<file path="config.mk">
export PLATFORM = sky130hd
export DESIGN_NAME = audio_mclk_clkgen
export DESIGN_NICKNAME = d
export VERILOG_FILES = /design/src/rtl/audio_mclk_pkg.sv /design/src/rtl/mclk_mode_ctrl.sv /design/src/rtl/mclk_bit_div.sv /design/src/rtl/mclk_frame_cnt.sv /design/src/rtl/audio_mclk_clkgen.sv
export SDC_FILE = /design/constraint.sdc
export NUM_CORES = 1
export LEC_CHECK = 0
export BUFFER_PORTS_ARGS = -buffer_cell sky130_fd_sc_hd__buf_2
export CAP_MARGIN = 20
export CELL_PAD_IN_SITES_DETAIL_PLACEMENT = 1
export CELL_PAD_IN_SITES_GLOBAL_PLACEMENT = 1
export CORE_UTILIZATION = 42
export DETAILED_ROUTE_END_ITERATION = 12
export MAX_ROUTING_LAYER = met4
export PLACE_DENSITY_LB_ADDON = 0.1
export REMOVE_ABC_BUFFERS = 1
export SETUP_SLACK_MARGIN = 0.4
export SKIP_CTS_REPAIR_TIMING = 1
export SYNTH_ARGS = -nofsm -noshare
export SYNTH_HDL_FRONTEND = slang
export SYNTH_SLANG_ARGS = --single-unit
</file>
<file path="constraint.sdc">
create_clock -name clk_mclk -period 2.75 [get_ports clk_mclk]
set_input_delay 0 -clock clk_mclk [delete_from_list [all_inputs] [get_ports clk_mclk]]
set_output_delay 0 -clock clk_mclk [all_outputs]
set_load 0.01 [all_outputs]
</file>
<file path="src/rtl/audio_mclk_pkg.sv">
package audio_mclk_pkg;

    // Ratio selected for the master clock versus the sample rate
    typedef enum logic [1:0] {
        RATIO_NONE = 2'd0,
        RATIO_256  = 2'd1,
        RATIO_512  = 2'd2,
        RATIO_768  = 2'd3
    } ratio_e;

    localparam int RATIO_STEPS = 3;

    localparam logic [2:0] MSEL_SLAVE = 3'b000;
    localparam logic [2:0] MSEL_X256  = 3'b001;
    localparam logic [2:0] MSEL_X512  = 3'b010;
    localparam logic [2:0] MSEL_X768  = 3'b011;

    // Output bundle of the generator
    typedef struct packed {
        logic bclk;
        logic lrclk;
        logic fstart;
    } clk_out_t;

    function automatic ratio_e decode_mode(input logic [2:0] code);
        ratio_e r;
        case (code)
            MSEL_X256: r = RATIO_256;
            MSEL_X512: r = RATIO_512;
            MSEL_X768: r = RATIO_768;
            default:   r = RATIO_NONE;
        endcase
        return r;
    endfunction

endpackage

</file>
<file path="src/rtl/mclk_mode_ctrl.sv">
module mclk_mode_ctrl
    import audio_mclk_pkg::*;
(
    input  logic       clk,
    input  logic       rst,
    input  logic       en,
    input  logic [2:0] mode_in,
    input  logic       period_end,
    output ratio_e     cur_ratio,
    output ratio_e     next_ratio,
    output logic       load
);

    ratio_e req;
    ratio_e cur_q;

    always_comb begin
        req = decode_mode(mode_in);
        if (!en) begin
            load = 1'b0;
        end else if (cur_q == RATIO_NONE) begin
            load = (req != RATIO_NONE);
        end else begin
            load = period_end && (req != cur_q);
        end
    end

    always_ff @(posedge clk) begin
        if (rst) begin
            cur_q <= RATIO_NONE;
        end else if (load) begin
            cur_q <= req;
        end
    end

    assign cur_ratio  = cur_q;
    assign next_ratio = req;

    AST_SWITCH_AT_BOUNDARY: assert property (@(posedge clk) disable iff (rst) (($past(cur_q) != RATIO_NONE) && (cur_q != $past(cur_q))) |-> $past(period_end));

endmodule

</file>
<file path="src/rtl/mclk_bit_div.sv">
module mclk_bit_div
    import audio_mclk_pkg::*;
#(
    parameter int HALF_UNIT = 2,
    parameter int PH_W      = 4
) (
    input  logic   clk,
    input  logic   rst,
    input  logic   en,
    input  logic   load,
    input  ratio_e cur_ratio,
    output logic   bclk,
    output logic   period_end
);

    logic [PH_W-1:0] ph;
    logic [PH_W-1:0] ph_inc;
    logic [PH_W-1:0] half_c;
    logic [PH_W-1:0] last_c;
    logic            active;

    always_comb begin
        active     = (cur_ratio != RATIO_NONE);
        half_c     = PH_W'(int'(cur_ratio) * HALF_UNIT);
        last_c     = PH_W'(2 * int'(cur_ratio) * HALF_UNIT - 1);
        ph_inc     = ph + 1'b1;
        period_end = active && (ph == last_c);
    end

    always_ff @(posedge clk) begin
        if (rst) begin
            ph   <= '0;
            bclk <= 1'b0;
        end else if (en) begin
            if (load || !active || period_end) begin
                ph   <= '0;
                bclk <= 1'b0;
            end else begin
                ph   <= ph_inc;
                bclk <= (ph_inc >= half_c);
            end
        end
    end

    AST_BCLK_HIGH_WIDTH: assert property (@(posedge clk) disable iff (rst) $fell(bclk) |-> $past(bclk, 2));
    AST_BCLK_LOW_WIDTH: assert property (@(posedge clk) disable iff (rst) $rose(bclk) |-> !$past(bclk, 2));
    AST_PHASE_RANGE: assert property (@(posedge clk) disable iff (rst) active |-> (ph <= last_c));

endmodule

</file>
<file path="src/rtl/mclk_frame_cnt.sv">
module mclk_frame_cnt #(
    parameter int FRAME_BITS = 64,
    parameter int BIDX_W     = 6
) (
    input  logic clk,
    input  logic rst,
    input  logic en,
    input  logic load,
    input  logic load_active,
    input  logic tick,
    output logic lrclk,
    output logic fstart
);

    localparam int HALF_FRAME = FRAME_BITS / 2;

    logic [BIDX_W-1:0] bidx;
    logic [BIDX_W-1:0] bidx_nxt;

    always_comb begin
        if (bidx == BIDX_W'(FRAME_BITS - 1)) begin
            bidx_nxt = '0;
        end else begin
            bidx_nxt = bidx + 1'b1;
        end
    end

    always_ff @(posedge clk) begin
        if (rst) begin
            bidx   <= '0;
            lrclk  <= 1'b0;
            fstart <= 1'b0;
        end else if (!en) begin
            fstart <= 1'b0;
        end else if (load) begin
            bidx   <= '0;
            lrclk  <= 1'b0;
            fstart <= load_active;
        end else if (tick) begin
            bidx   <= bidx_nxt;
            lrclk  <= (bidx_nxt >= BIDX_W'(HALF_FRAME));
            fstart <= (bidx_nxt == '0);
        end else begin
            fstart <= 1'b0;
        end
    end

    AST_STROBE_SINGLE: assert property (@(posedge clk) disable iff (rst) fstart |=> !fstart);
    AST_WRAP_STROBE: assert property (@(posedge clk) disable iff (rst) (en && tick && !load && (bidx == BIDX_W'(FRAME_BITS - 1))) |=> (fstart && !lrclk));

endmodule

</file>
<file path="src/rtl/audio_mclk_clkgen.sv">
module audio_mclk_clkgen
    import audio_mclk_pkg::*;
#(
    parameter int BITS_PER_CH = 32,
    parameter int HALF_UNIT   = 2
) (
    input  logic       clk_mclk,
    input  logic       rst,
    input  logic       en,
    input  logic [2:0] mode_sel,
    output logic       bclk_o,
    output logic       lrclk_o,
    output logic       frame_start_o
);

    localparam int FRAME_BITS = 2 * BITS_PER_CH;
    localparam int BIDX_W     = $clog2(FRAME_BITS);
    localparam int MAX_PERIOD = 2 * RATIO_STEPS * HALF_UNIT;
    localparam int PH_W       = $clog2(MAX_PERIOD);

    ratio_e   cur_ratio;
    ratio_e   next_ratio;
    logic     load;
    logic     period_end;
    logic     tick;
    logic     load_active;
    clk_out_t outs;

    assign tick        = period_end && !load;
    assign load_active = (next_ratio != RATIO_NONE);

    mclk_mode_ctrl u_mode (
        .clk        (clk_mclk),
        .rst        (rst),
        .en         (en),
        .mode_in    (mode_sel),
        .period_end (period_end),
        .cur_ratio  (cur_ratio),
        .next_ratio (next_ratio),
        .load       (load)
    );

    mclk_bit_div #(
        .HALF_UNIT (HALF_UNIT),
        .PH_W      (PH_W)
    ) u_bdiv (
        .clk        (clk_mclk),
        .rst        (rst),
        .en         (en),
        .load       (load),
        .cur_ratio  (cur_ratio),
        .bclk       (outs.bclk),
        .period_end (period_end)
    );

    mclk_frame_cnt #(
        .FRAME_BITS (FRAME_BITS),
        .BIDX_W     (BIDX_W)
    ) u_frame (
        .clk         (clk_mclk),
        .rst         (rst),
        .en          (en),
        .load        (load),
        .load_active (load_active),
        .tick        (tick),
        .lrclk       (outs.lrclk),
        .fstart      (outs.fstart)
    );

    assign bclk_o        = outs.bclk;
    assign lrclk_o       = outs.lrclk;
    assign frame_start_o = outs.fstart;

    AST_RESET_QUIET: assert property (@(posedge clk_mclk) rst |=> (!bclk_o && !lrclk_o && !frame_start_o));
    AST_SLAVE_QUIET: assert property (@(posedge clk_mclk) disable iff (rst) (cur_ratio == RATIO_NONE) |-> (!bclk_o && !lrclk_o && !frame_start_o));
    AST_LR_ON_FALL: assert property (@(posedge clk_mclk) disable iff (rst) !$stable(lrclk_o) |-> $fell(bclk_o));
    AST_STROBE_FRAME_LOW: assert property (@(posedge clk_mclk) disable iff (rst) frame_start_o |-> (!lrclk_o && !bclk_o));
    AST_HOLD_WHEN_OFF: assert property (@(posedge clk_mclk) disable iff (rst) !en |=> ($stable(bclk_o) && $stable(lrclk_o) && !frame_start_o));

endmodule

</file>
==> flow_summary.ini <==
[worst_setup_path]
critPathCaptureType = register
path_cells = inv_1, ha_1, xor2_1, and4b_1, o21ai_2, or4_1, a21oi_1
worstRegToRegCells = 7
path_class = reg -> reg
crit_buf_inv = 1
cp_slowest_cell = or4_1
cp_top_family = simple AND/OR/NAND/NOR gates
required_ns = 2.99
crit_arrival_ns = 2.39
worstPathMaxFanout = 8
r2r_slack_ns = 0.60
cp-start-kind = register
r2r-end = u_frame.bidx[3]
cpPeakStageDelay_ns = 0.51
reg2reg_from = u_mode.cur_ratio[1]

[synth]
syn_avg_cell_area_sq_um = 8.41
ys_top_cells_by_area = dfxtp_1 (34%), ha_1 (7.1%), nand2_1 (6.4%)
synth_ff_type = dfxtp_1
syn_area_sq_um = 883
syn_inst = 105
ys_top_cells_by_count = dfxtp_1 (15), nand2_1 (15), a21oi_1 (6), nand3_1 (6), nor2_1 (6)
synth_top_area_share_pct = 34.0
synth.distinct_cells = 33
yosysTopAreaCell = dfxtp_1
yosysSeqAreaShare_pct = 34.0
yosys_warnings = 0
synth.ff_latch_count = 15
synth-edff-count = 0
synthArstFlopShare_pct = 0

[drt]
wl_per_cell_um = 14.9
totalWireLength_mm = 2.12
vias = 829
avgViaCountPerCell = 5.84
ant_nets = 0
drtIter0Drc = 10
dr.pass1.iters = 4
drc = 0

[sta]
rsz0062_at_grt = false
period_minus_slack_ns = 2.15
fmax_ghz = 0.465
final_hold_viol_count = 0
finalCritPeriodShare_pct = 78.2
slew_headroom_pct = 57.6
slew_violations = 0
fin_setup_tns_ns = 0
skew_ns = 0.00519
setup_viol = 0
worstMarginPinSlew_ns = 0.631

[global_route]
grt_pass1_vias = 799
grt_usage_pct = 23.4
grt.overflow.total = 0
grt_pass1_wl_mm = 3.47
antenna_found_initial = 0
grt_max_degree = 19

[floorplanning]
rows = 16
core-area_sq_um = 1960
die_area_sq_um = 2290
fp.dieW_um = 47.9
initial_utilization_pct = 45.0
io_pins = 9
die_y_um = 47.9

[cts]
ctsRootBufferMaster = clkbuf_4
cts-buffers-inserted = 3
h-tree-depth = 1
cts_tree = yes
clock-sinks = 15
clockBufferDepth = 2
cts.reportedPaths.clkPinSlew_ns = 0.10
clock_latency_ns = 0.30

[pwr]
powerDensity_nw_per_um2 = 403
p_leak_nw = 0.370
vdd_ir_drop_max_mv = 0.296

[worst_hold_path]
hold_start = rst
min_to = u_bdiv.ph[3]
hold_path_class = in -> reg
min_path_cells = 2

[flow_run]
drv_cap = 0

[place]
port-buffer-count = 8
placedCellCount = 138
dpl.hpwl_mm = 1.62
place.gp.congestion = 0.794

[outcome]
outcome = finished clean

[finish]
drive_above_1_share_pct = 13.9
fin_nets = 127
antenna_cells = 0
stdcell_count = 142
area_growth_pct = 12.0
[flip-flops by register name, summed over array words and instances (netlist names)]
name              cells
u_bdiv.ph             4
u_frame.lrclk         1
u_frame.fstart        1
u_frame.bidx          6
u_mode.cur_ratio      2
u_bdiv.bclk           1
[metrics by stage]
stage | util [%] | total power [mW] | hold WS (ns) | setup slack [ns] | area, sq um
after CTS | 49.8 | 0.404 | 0.0508 | 0.521 | 977
after global placement | 48.4 | 0.264 | 0.367 | 0.658 | 950
after global routing | 50.4 | 0.418 | 0.0774 | 0.446 | 990
after floorplan | - | 0.248 | 0.0691 | 0.768 | 876
after detailed placement | 48.4 | 0.265 | 0.378 | 0.535 | 950
final | 50.4 | 0.399 | 0.0564 | 0.599 | 990
[worst max-delay path by stage]
stage          cells after the start           startpoint              end
2_1_floorplan                      7  u_mode.cur_ratio[0]  u_frame.bidx[3]
6_report                           7  u_mode.cur_ratio[1]  u_frame.bidx[3]
3_3_place_gp                       7  u_mode.cur_ratio[0]  u_frame.bidx[3]
3_5_place_dp                       7  u_mode.cur_ratio[0]  u_frame.bidx[3]
5_1_grt                            7  u_mode.cur_ratio[1]  u_frame.bidx[3]
4_1_cts                            7  u_mode.cur_ratio[0]  u_frame.bidx[3]
[where the power goes]
| group | internal (mW) | leakage (nW) | switching [mW] |
|---|---|---|---|
| Sequential | 0.219 | 0.121 | 0.00189 |
| Clock | 0.0544 | 0.0177 | 0.0828 |
| Combinational | 0.0152 | 0.231 | 0.0260 |
| Total | 0.289 | 0.370 | 0.111 |
[kinds of logic after synthesis]
logic type | share of synthesized area, %
compound gates | 22.1
fa+ha+maj | 7.08
mux | 1.13
buf+inv | 2.55
xor+xnor | 4.96
flops | 34.0
simple gates | 28.2
[metal layers]
layer  vias to the layer above  global-route usage (%)  share of wire, %  wire, um
li1                        415                       -                 -         -
met1                       396                    27.9                49      1040
met2                        10                    34.6                45       960
met3                         8                    5.28               2.7        58
met4                         0                    16.1               3.1        66
met5                         -                       -                 0         0
[layout make-up]
cell class              count  area [sq um]
fillers                   251           972
multi-input cells          84           572
flip-flops and latches     15           302
repair buffers              8          40.0
well taps                  27          33.8
clock buffers               3          22.5
inverters                   4          15.0
clock inverters             1          5.00
[worst register-to-register path: cells and delay by family, from the launching register on]
kind / cells / cell delay [ns]
buffers and inverters: 1 / 0.10
XOR/XNOR: 1 / 0.18
flip-flops: 1 / 0.40
adder cells (fa/ha/maj): 1 / 0.30
AO/OA/AOI/OAI: 2 / 0.30
AND/OR/NAND/NOR: 2 / 0.82
[cells in the final DEF, fill, tap and decap left out, types with 2 or more instances in the layout]
| cell type | n |
|---|---|
| inv_1 | 4 |
| a31oi_1 | 3 |
| nand3_1 | 6 |
| clkbuf_4 | 3 |
| o311a_1 | 2 |
| nor3_1 | 3 |
| nor2_1 | 6 |
| o31ai_1 | 5 |
| a22oi_1 | 4 |
| ha_1 | 5 |
| nand3b_1 | 5 |
| a21oi_1 | 6 |
| o21ai_0 | 2 |
| dfxtp_1 | 14 |
| nor3b_1 | 2 |
| xor2_1 | 4 |
| buf_2 | 8 |
| nand2_1 | 15 |
| or4_1 | 2 |
Power figures use the tool's default switching activity.
